## src/rtl/typed_issue_select_pkg.sv

```systemverilog
// Package: shared helpers for the typed issue selector.
// Assumes: widths are small compile-time constants.
package typed_issue_select_pkg;
    // Width of a binary index for n items, never less than one bit.
    function automatic int idx_width(input int n);
        return (n > 1) ? $clog2(n) : 1;
    endfunction
endpackage

```

## src/rtl/issel_prio_enc.sv

```systemverilog
// Module: fixed-priority encoder, lowest set bit wins.
// Assumes: WIDTH >= 1; output index is zero when nothing is set.
module issel_prio_enc
    import typed_issue_select_pkg::*;
#(
    parameter int WIDTH = 8,
    localparam int IW   = idx_width(WIDTH)
) (
    input  logic [WIDTH-1:0] in_vec,
    output logic [WIDTH-1:0] onehot,
    output logic             found,
    output logic [IW-1:0]    index
);
    // Scan from the top down so the lowest set bit is the last write.
    always_comb begin
        onehot = '0;
        found  = 1'b0;
        index  = '0;
        for (int i = WIDTH - 1; i >= 0; i--) begin
            if (in_vec[i]) begin
                onehot = '0;
                onehot[i] = 1'b1;
                found  = 1'b1;
                index  = IW'(i);
            end
        end
    end
endmodule

```

## src/rtl/issel_port_stage.sv

```systemverilog
// Module: one port of the cascade: filter slots by type, availability and
// earlier claims, then pick one and pass the updated claim vector on.
// Assumes: type_mask is indexed by type code.
module issel_port_stage
    import typed_issue_select_pkg::*;
#(
    parameter int N_SLOTS = 8,
    parameter int TYPE_W  = 2,
    localparam int NTYPES = 1 << TYPE_W,
    localparam int IW     = idx_width(N_SLOTS)
) (
    input  logic [N_SLOTS-1:0]        req,
    input  logic [N_SLOTS*TYPE_W-1:0] types,
    input  logic [NTYPES-1:0]         type_mask,
    input  logic                      avail,
    input  logic [N_SLOTS-1:0]        taken_in,
    output logic [N_SLOTS-1:0]        grant,
    output logic                      valid,
    output logic [IW-1:0]             index,
    output logic [N_SLOTS-1:0]        taken_out
);
    logic [N_SLOTS-1:0] eligible;

    // Mark slots this port may take this cycle.
    always_comb begin
        for (int s = 0; s < N_SLOTS; s++) begin
            eligible[s] = avail & req[s] & ~taken_in[s]
                        & type_mask[types[s*TYPE_W +: TYPE_W]];
        end
    end

    issel_prio_enc #(.WIDTH(N_SLOTS)) u_enc (
        .in_vec (eligible),
        .onehot (grant),
        .found  (valid),
        .index  (index)
    );

    // Add this port's pick to the claims seen by later ports.
    assign taken_out = taken_in | grant;
endmodule

```

## src/rtl/typed_issue_select.sv

```systemverilog
// Module: multi-port typed issue selector (top). Chains one stage per port
// in fixed order; each stage excludes slots claimed by earlier stages.
// Assumes: purely combinational; the caller registers results as needed.
module typed_issue_select
    import typed_issue_select_pkg::*;
#(
    parameter int N_SLOTS = 8,
    parameter int N_PORTS = 3,
    parameter int TYPE_W  = 2,
    localparam int NTYPES = 1 << TYPE_W,
    localparam int IDX_W  = idx_width(N_SLOTS)
) (
    input  logic [N_SLOTS-1:0]        slot_req,
    input  logic [N_SLOTS*TYPE_W-1:0] slot_type,
    input  logic [N_PORTS*NTYPES-1:0] port_type_mask,
    input  logic [N_PORTS-1:0]        port_avail,
    output logic [N_PORTS*N_SLOTS-1:0] port_grant,
    output logic [N_PORTS-1:0]        port_valid,
    output logic [N_PORTS*IDX_W-1:0]  port_idx,
    output logic [N_SLOTS-1:0]        slot_issued
);
    logic [N_SLOTS-1:0] taken [N_PORTS+1];

    assign taken[0] = '0;

    // One cascade stage per port, port 0 at the head.
    for (genvar p = 0; p < N_PORTS; p++) begin : g_port
        issel_port_stage #(.N_SLOTS(N_SLOTS), .TYPE_W(TYPE_W)) u_stage (
            .req       (slot_req),
            .types     (slot_type),
            .type_mask (port_type_mask[p*NTYPES +: NTYPES]),
            .avail     (port_avail[p]),
            .taken_in  (taken[p]),
            .grant     (port_grant[p*N_SLOTS +: N_SLOTS]),
            .valid     (port_valid[p]),
            .index     (port_idx[p*IDX_W +: IDX_W]),
            .taken_out (taken[p+1])
        );
    end

    // Merged claims after the last port go back to the queue.
    assign slot_issued = taken[N_PORTS];
endmodule

```

## config.mk

```make
export PLATFORM = sky130hd
export DESIGN_NAME = typed_issue_select
export DESIGN_NICKNAME = d
export VERILOG_FILES = /design/src/rtl/typed_issue_select_pkg.sv /design/src/rtl/issel_prio_enc.sv /design/src/rtl/issel_port_stage.sv /design/src/rtl/typed_issue_select.sv
export SDC_FILE = /design/constraint.sdc
export NUM_CORES = 1
export LEC_CHECK = 0
export BUFFER_PORTS_ARGS = -buffer_cell sky130_fd_sc_hd__buf_2
export CORE_ASPECT_RATIO = 1.1
export CORE_UTILIZATION = 45
export DETAILED_ROUTE_END_ITERATION = 10
export GPL_TIMING_DRIVEN = 0
export PLACE_DENSITY = 0.79
export SYNTH_ARGS = -nofsm -noshare
export SYNTH_HDL_FRONTEND = slang
export SYNTH_SLANG_ARGS = --single-unit
```

## constraint.sdc

```tcl
create_clock -name vclk -period 5
set_input_delay 1 -clock vclk [all_inputs]
set_output_delay 1 -clock vclk [all_outputs]
set_load 0.01 [all_outputs]
```

==> results of run 1 <==
==> worst min-delay path by stage <==
| stage | start | to | slack (ns) | cells past startpoint |
|---|---|---|---|---|
| detailed placement | slot_req[6] | port_grant[14] | 2.43 | 4 |
| global route | slot_req[6] | port_grant[14] | 2.45 | 4 |
| finish | slot_req[6] | port_grant[14] | 2.42 | 4 |
| floorplan | slot_req[6] | port_grant[14] | 2.16 | 2 |
| global placement | slot_req[6] | port_grant[14] | 2.42 | 4 |
| CTS | slot_req[6] | port_grant[14] | 2.43 | 4 |
==> metal layers <==
layer	track usage, %	vias up	part of all wire, %
met3	1.37	4	7.5
met4	4.94	0	0.80
met1	39.8	982	44
li1	-	992	-
met2	44.2	116	48
met5	0	-	0
==> synthesized netlist by cell type (2+ instances only) <==
cell type,n
nand3b_1,7
mux4_2,14
nand2b_4,2
and2_1,6
buf_6,3
o211ai_1,3
nor3_1,6
or2_2,2
a21o_1,2
a41oi_1,2
buf_4,4
mux2i_1,15
nand3_2,2
nor2b_1,2
a31oi_1,3
mux2_2,3
nand3_1,18
o21a_1,2
o221ai_1,4
o21ai_0,9
a21oi_1,7
o31ai_1,2
nand4_1,2
o22ai_1,5
o22a_1,6
o2111ai_1,3
nand2b_1,3
buf_2,3
nor2_1,26
nand2_1,10
and3_1,5
==> layout make-up <==
cell class / instances / area, µm² / share of cell area (%)
well taps: 48 / 60.1 / 2.82
multi-input cells: 192 / 1580 / 74.3
inverters: 2 / 7.51 / 0.353
repair buffers: 79 / 395 / 18.6
plain buffers: 11 / 83.8 / 3.94
==> kinds of logic (layout without fill, tap and decap cells) <==
kind of cell	count (synthesis)	after routing	synth area share (%)
mux	33	33	31.6
buf+inv	13	92	5.49
compound gates	61	61	29.9
simple gates	98	98	33.0
==> through the flow <==
stage / util (%) / worst slack (ns)
floorplan: - / 0.723
global placement: 61.6 / 0.296
detailed placement: 61.6 / 0.248
CTS: 61.6 / 0.265
global route: 61.9 / 0.129
finish: 61.9 / 0.260
==> where the power goes <==
group | total (mW) | internal, mW | leakage [nW] | switching, mW
clock network | 0 | 0 | 0 | 0
registers | 0 | 0 | 0 | 0
logic | 0.255 | 0.115 | 1.00 | 0.140
==> timing repair <==
item / 4_1_cts / 5_1_grt
setup endpoints to repair: 0 / 1
hold endpoints to repair: 0 / 0
resized for setup: 0 / 1
==> tightest hold or removal path: cells and delay by family <==
family / cells / cell delay, ns
buffers and inverters: 2 / 0.26
AO/OA/AOI/OAI: 1 / 0.10
AND/OR/NAND/NOR: 1 / 0.07
==> results.json, run 1 <==
{
  "outcome": "finished clean",
  "whs_ns": 2.42,
  "slew_headroom_pct": 57.3,
  "tns_ns": 0,
  "ios": 83,
  "vias_per_cell": 6.31,
  "slew_viol_final": 0,
  "drc": 0,
  "seq_area_um2": 0,
  "vdd_drop_max_v": 0.0000419,
  "finalWeightedCongestion": 0.929,
  "cp.required_ns": 4.00,
  "setup_viol": 0,
  "period_minus_slack_ns": 4.74,
  "fill_cells": 326,
  "drt_first_iter_violations": 157,
  "cp-endpoint": "port_valid[2]",
  "synthesis.area_um2": 1660,
  "port_buffers": 79,
  "timing_worst_slew_pin_value_ns": 0.639,
  "power_leakage_nw": 1.00,
  "diodes": 0,
  "max-cap-violations": 0,
  "p_per_area_nw_per_um2": 120,
  "detail_route.wirelength_mm": 5.27,
  "area_growth_pct": 27.9,
  "grt_pass1_vias": 1792,
  "dpl.hpwl_mm": 4.35,
  "stdcell_area_um2": 2130,
  "crit_cells": 12,
  "initial_core_util_pct": 48.4,
  "layout_commonest_cell": "buf_2",
  "critPathMaxStageDelay_ns": 0.39,
  "seq_cell_count": 0,
  "layout-drive-gt1-share_pct": 44.0,
  "grt.total_usage_pct": 27.2,
  "wl_per_cell_um": 15.9,
  "antenna_found_initial": 0,
  "row_count": 22,
  "cp_num_buf_inv": 4,
  "final_cells": 332,
  "fp.dieH_um": 65.8,
  "cp_slowest_cell": "o22a_1",
  "fin_crit_sh_pct": 94.8,
  "synth_area_leaders": "mux4_2, mux2i_1, nor2_1, nand3_1, nand3b_1",
  "cts_setup_buffers": 0,
  "cts_hold_buf": 0,
  "die_x_um": 60.0,
  "fin_nets": 325,
  "arrival_ns": 3.74,
  "overflow": 0,
  "firstDrtPassIters": 4,
  "rsz0062_at_grt": "no",
  "crit_path_max_fanout": 10,
  "die_area_um2": 3950,
  "crit_family": "simple AND/OR/NAND/NOR gates",
  "drt.antenna.violating_nets": 0,
  "placed_area_um2": 2120,
  "fin_total_pwr_mw": 0.255,
  "avgSynthCellArea_um2": 8.12,
  "crit_type": "input pin to primary output",
  "hold_class": "input pin to primary output",
  "yosys_warnings": 0,
  "ys_types": 55,
  "grt_pass1_wl_mm": 8.44,
  "dp_cells": 332,
  "syn-num-nets": 244,
  "synthCells": 205,
  "crit_path_frequent_cell": "buf_2",
  "yosysTopAreaCell": "mux4_2",
  "path_cells": "buf_2 > mux2i_1 > o22a_1 > nand4_1 > buf_2 > nor2_1 > a21oi_1 > o22ai_1 > nand2b_4 > or3_1 > buf_4 > buf_2",
  "crit_path_start_kind": "input pin",
  "worstSetupEndpointType": "primary output",
  "grt_max_degree": 11,
  "startpoint": "slot_type[2]",
  "layout_common_cells": "buf_2, nor2_1, nand3_1, mux2i_1, mux4_2",
  "num_vias": 2094,
  "fp.coreArea_um2": 3440,
  "synth_top_area_share_pct": 18.9,
  "yosysSeqAreaShare_pct": 0,
  "final-hold-violation-count": 0,
  "clock_buffers": 0,
  "max_freq_mhz": 211
}
Power figures use the tool's default switching activity.
==> inputs of run 2 (changes only) <==
--- a/config.mk
+++ b/config.mk
@@ -11,6 +11,7 @@
 export DETAILED_ROUTE_END_ITERATION = 10
 export GPL_TIMING_DRIVEN = 0
 export PLACE_DENSITY = 0.79
+export RECOVER_POWER = 25
 export SYNTH_ARGS = -nofsm -noshare
 export SYNTH_HDL_FRONTEND = slang
 export SYNTH_SLANG_ARGS = --single-unit
==> run 2 against run 1 <==
Compared with the run above: setup slack improved by 0.015 ns; critical endpoint is now port_idx[6]; utilization decreased by 0.55 points; critical path type unchanged; wire length down 0.17%; combinational power hardly changed; maximum frequency grew 0.31%; critical path depth decreased by 1.
==> results.json, run 2 (synthesized netlist as in run 1, its figures left out) <==
{
  "finalWeightedCongestion": 0.929,
  "setup_viol": 0,
  "crit_path_frequent_cell": "buf_2",
  "rsz0062_at_grt": "no",
  "grt_max_degree": 11,
  "seq_cell_count": 0,
  "cts_hold_buf": 0,
  "layout_commonest_cell": "buf_2",
  "diodes": 0,
  "slew_viol_final": 0,
  "final-hold-violation-count": 0,
  "clock_buffers": 0,
  "port_buffers": 79,
  "cp_num_buf_inv": 3,
  "vias_per_cell": 6.27,
  "antenna_found_initial": 0,
  "vdd_drop_max_v": 0.0000410,
  "crit_path_max_fanout": 10,
  "outcome": "finished clean",
  "hold_depth": 4,
  "crit_path_start_kind": "input pin",
  "p_per_area_nw_per_um2": 120,
  "layout-drive-gt1-share_pct": 41.5,
  "crit_family": "compound AO/OA/AOI/OAI gates",
  "initial_core_util_pct": 48.4,
  "intPower_mw": 0.114,
  "firstDrtPassIters": 4,
  "fp.coreArea_um2": 3440,
  "ios": 83,
  "detail_route.wirelength_mm": 5.26,
  "grt.total_usage_pct": 27.2,
  "whs_ns": 2.42,
  "critPathMaxStageDelay_ns": 0.60,
  "die_area_um2": 3950,
  "placed_area_um2": 2120,
  "stdcell_area_um2": 2110,
  "timing_worst_slew_pin_value_ns": 0.646,
  "drc": 0,
  "tns_ns": 0,
  "cp.required_ns": 4.00,
  "layout_common_cells": "buf_2, nor2_1, nand3_1, mux2i_1, mux4_2",
  "path_cells": "buf_2 > buf_6 > nand3_1 > o22ai_1 > a41oi_1 > or4_4 > o31ai_4 > nand3_2 > a21o_1 > a311oi_2 > buf_2",
  "wl_per_cell_um": 15.8,
  "overflow": 0,
  "max_freq_mhz": 212,
  "fin_nets": 325,
  "ctsResizeCount": 0,
  "power.share.clock_pct": 0,
  "hold_class": "input pin to primary output",
  "slew_headroom_pct": 56.9,
  "grt_pass1_vias": 1792,
  "grt_pass1_wl_mm": 8.44,
  "period_minus_slack_ns": 4.73,
  "drt_first_iter_violations": 136,
  "area_growth_pct": 26.8,
  "crit_type": "input pin to primary output",
  "num_vias": 2080,
  "power_leakage_nw": 0.984,
  "worstSetupEndpointType": "primary output",
  "p_sw_share_pct": 55.1,
  "drt.antenna.violating_nets": 0,
  "fill_cells": 327,
  "seq_area_um2": 0,
  "p_switching_mw": 0.140,
  "max-cap-violations": 0,
  "cp_slowest_cell": "or4_4",
  "pwr-share-comb_pct": 100.0,
  "die_x_um": 60.0,
  "fp.dieH_um": 65.8,
  "fin_crit_sh_pct": 94.5,
  "seqPwrFrac_pct": 0,
  "arrival_ns": 3.73,
  "cts_setup_buffers": 0,
  "crit_cells": 11,
  "row_count": 22,
  "dpl.hpwl_mm": 4.35
}
## run 2: cell types whose count changed in the layout (fill, tap and decap cells not counted)
cell	before	now
nand3_1	18	19
nor2_1	26	27
nand3_2	2	1
buf_2	82	77
clkbuf_1	0	5
nor2_4	1	0
## run 2: path summary, 6_finish.rpt
| check | slack (ns) | to | startpoint |
|---|---|---|---|
| worst max-delay path | 0.27 | port_idx[6] | port_avail[0] |
| worst min-delay path | 2.42 | port_grant[14] | slot_req[6] |
## run 2: metrics by stage
stage	power, mW	setup slack (ns)	instances	util [%]
4_1_cts	0.252	0.265	332	61.6
3_5_place_dp	0.251	0.248	332	61.6
2_1_floorplan	0.165	0.723	205	-
3_3_place_gp	0.248	0.296	332	61.6
5_1_grt	0.277	0.0805	332	61.3
6_report	0.253	0.274	332	61.3
## run 2: tightest hold or removal path, stage by stage
cell      delay (ns)
buf_2           0.13
o311ai_4        0.10
nor2_1          0.07
buf_2           0.13
## run 2: area by class of cell
type / count / area [µm²] / area share, %
Timing Repair Buffer: 79 / 389 / 18.4
Multi-Input combinational cell: 192 / 1570 / 74.4
Tap cell: 48 / 60.1 / 2.85
Inverter: 2 / 7.51 / 0.356
Buffer: 11 / 83.8 / 3.97
## run 2: per-layer routing
layer	part of all wire [%]	GRT usage (%)	vias to the layer above
met5	0	0	-
met4	0.99	4.94	0
met3	8.0	1.37	6
met2	48	44.2	124
met1	43	39.8	956
li1	-	-	994
## run 2: power groups by stage
stage	combinational (mW)	sequential, mW	clock [mW]
6_report	0.253	0	0
5_1_grt	0.277	0	0
4_1_cts	0.252	0	0
3_5_place_dp	0.251	0	0
3_3_place_gp	0.248	0	0
2_1_floorplan	0.165	0	0
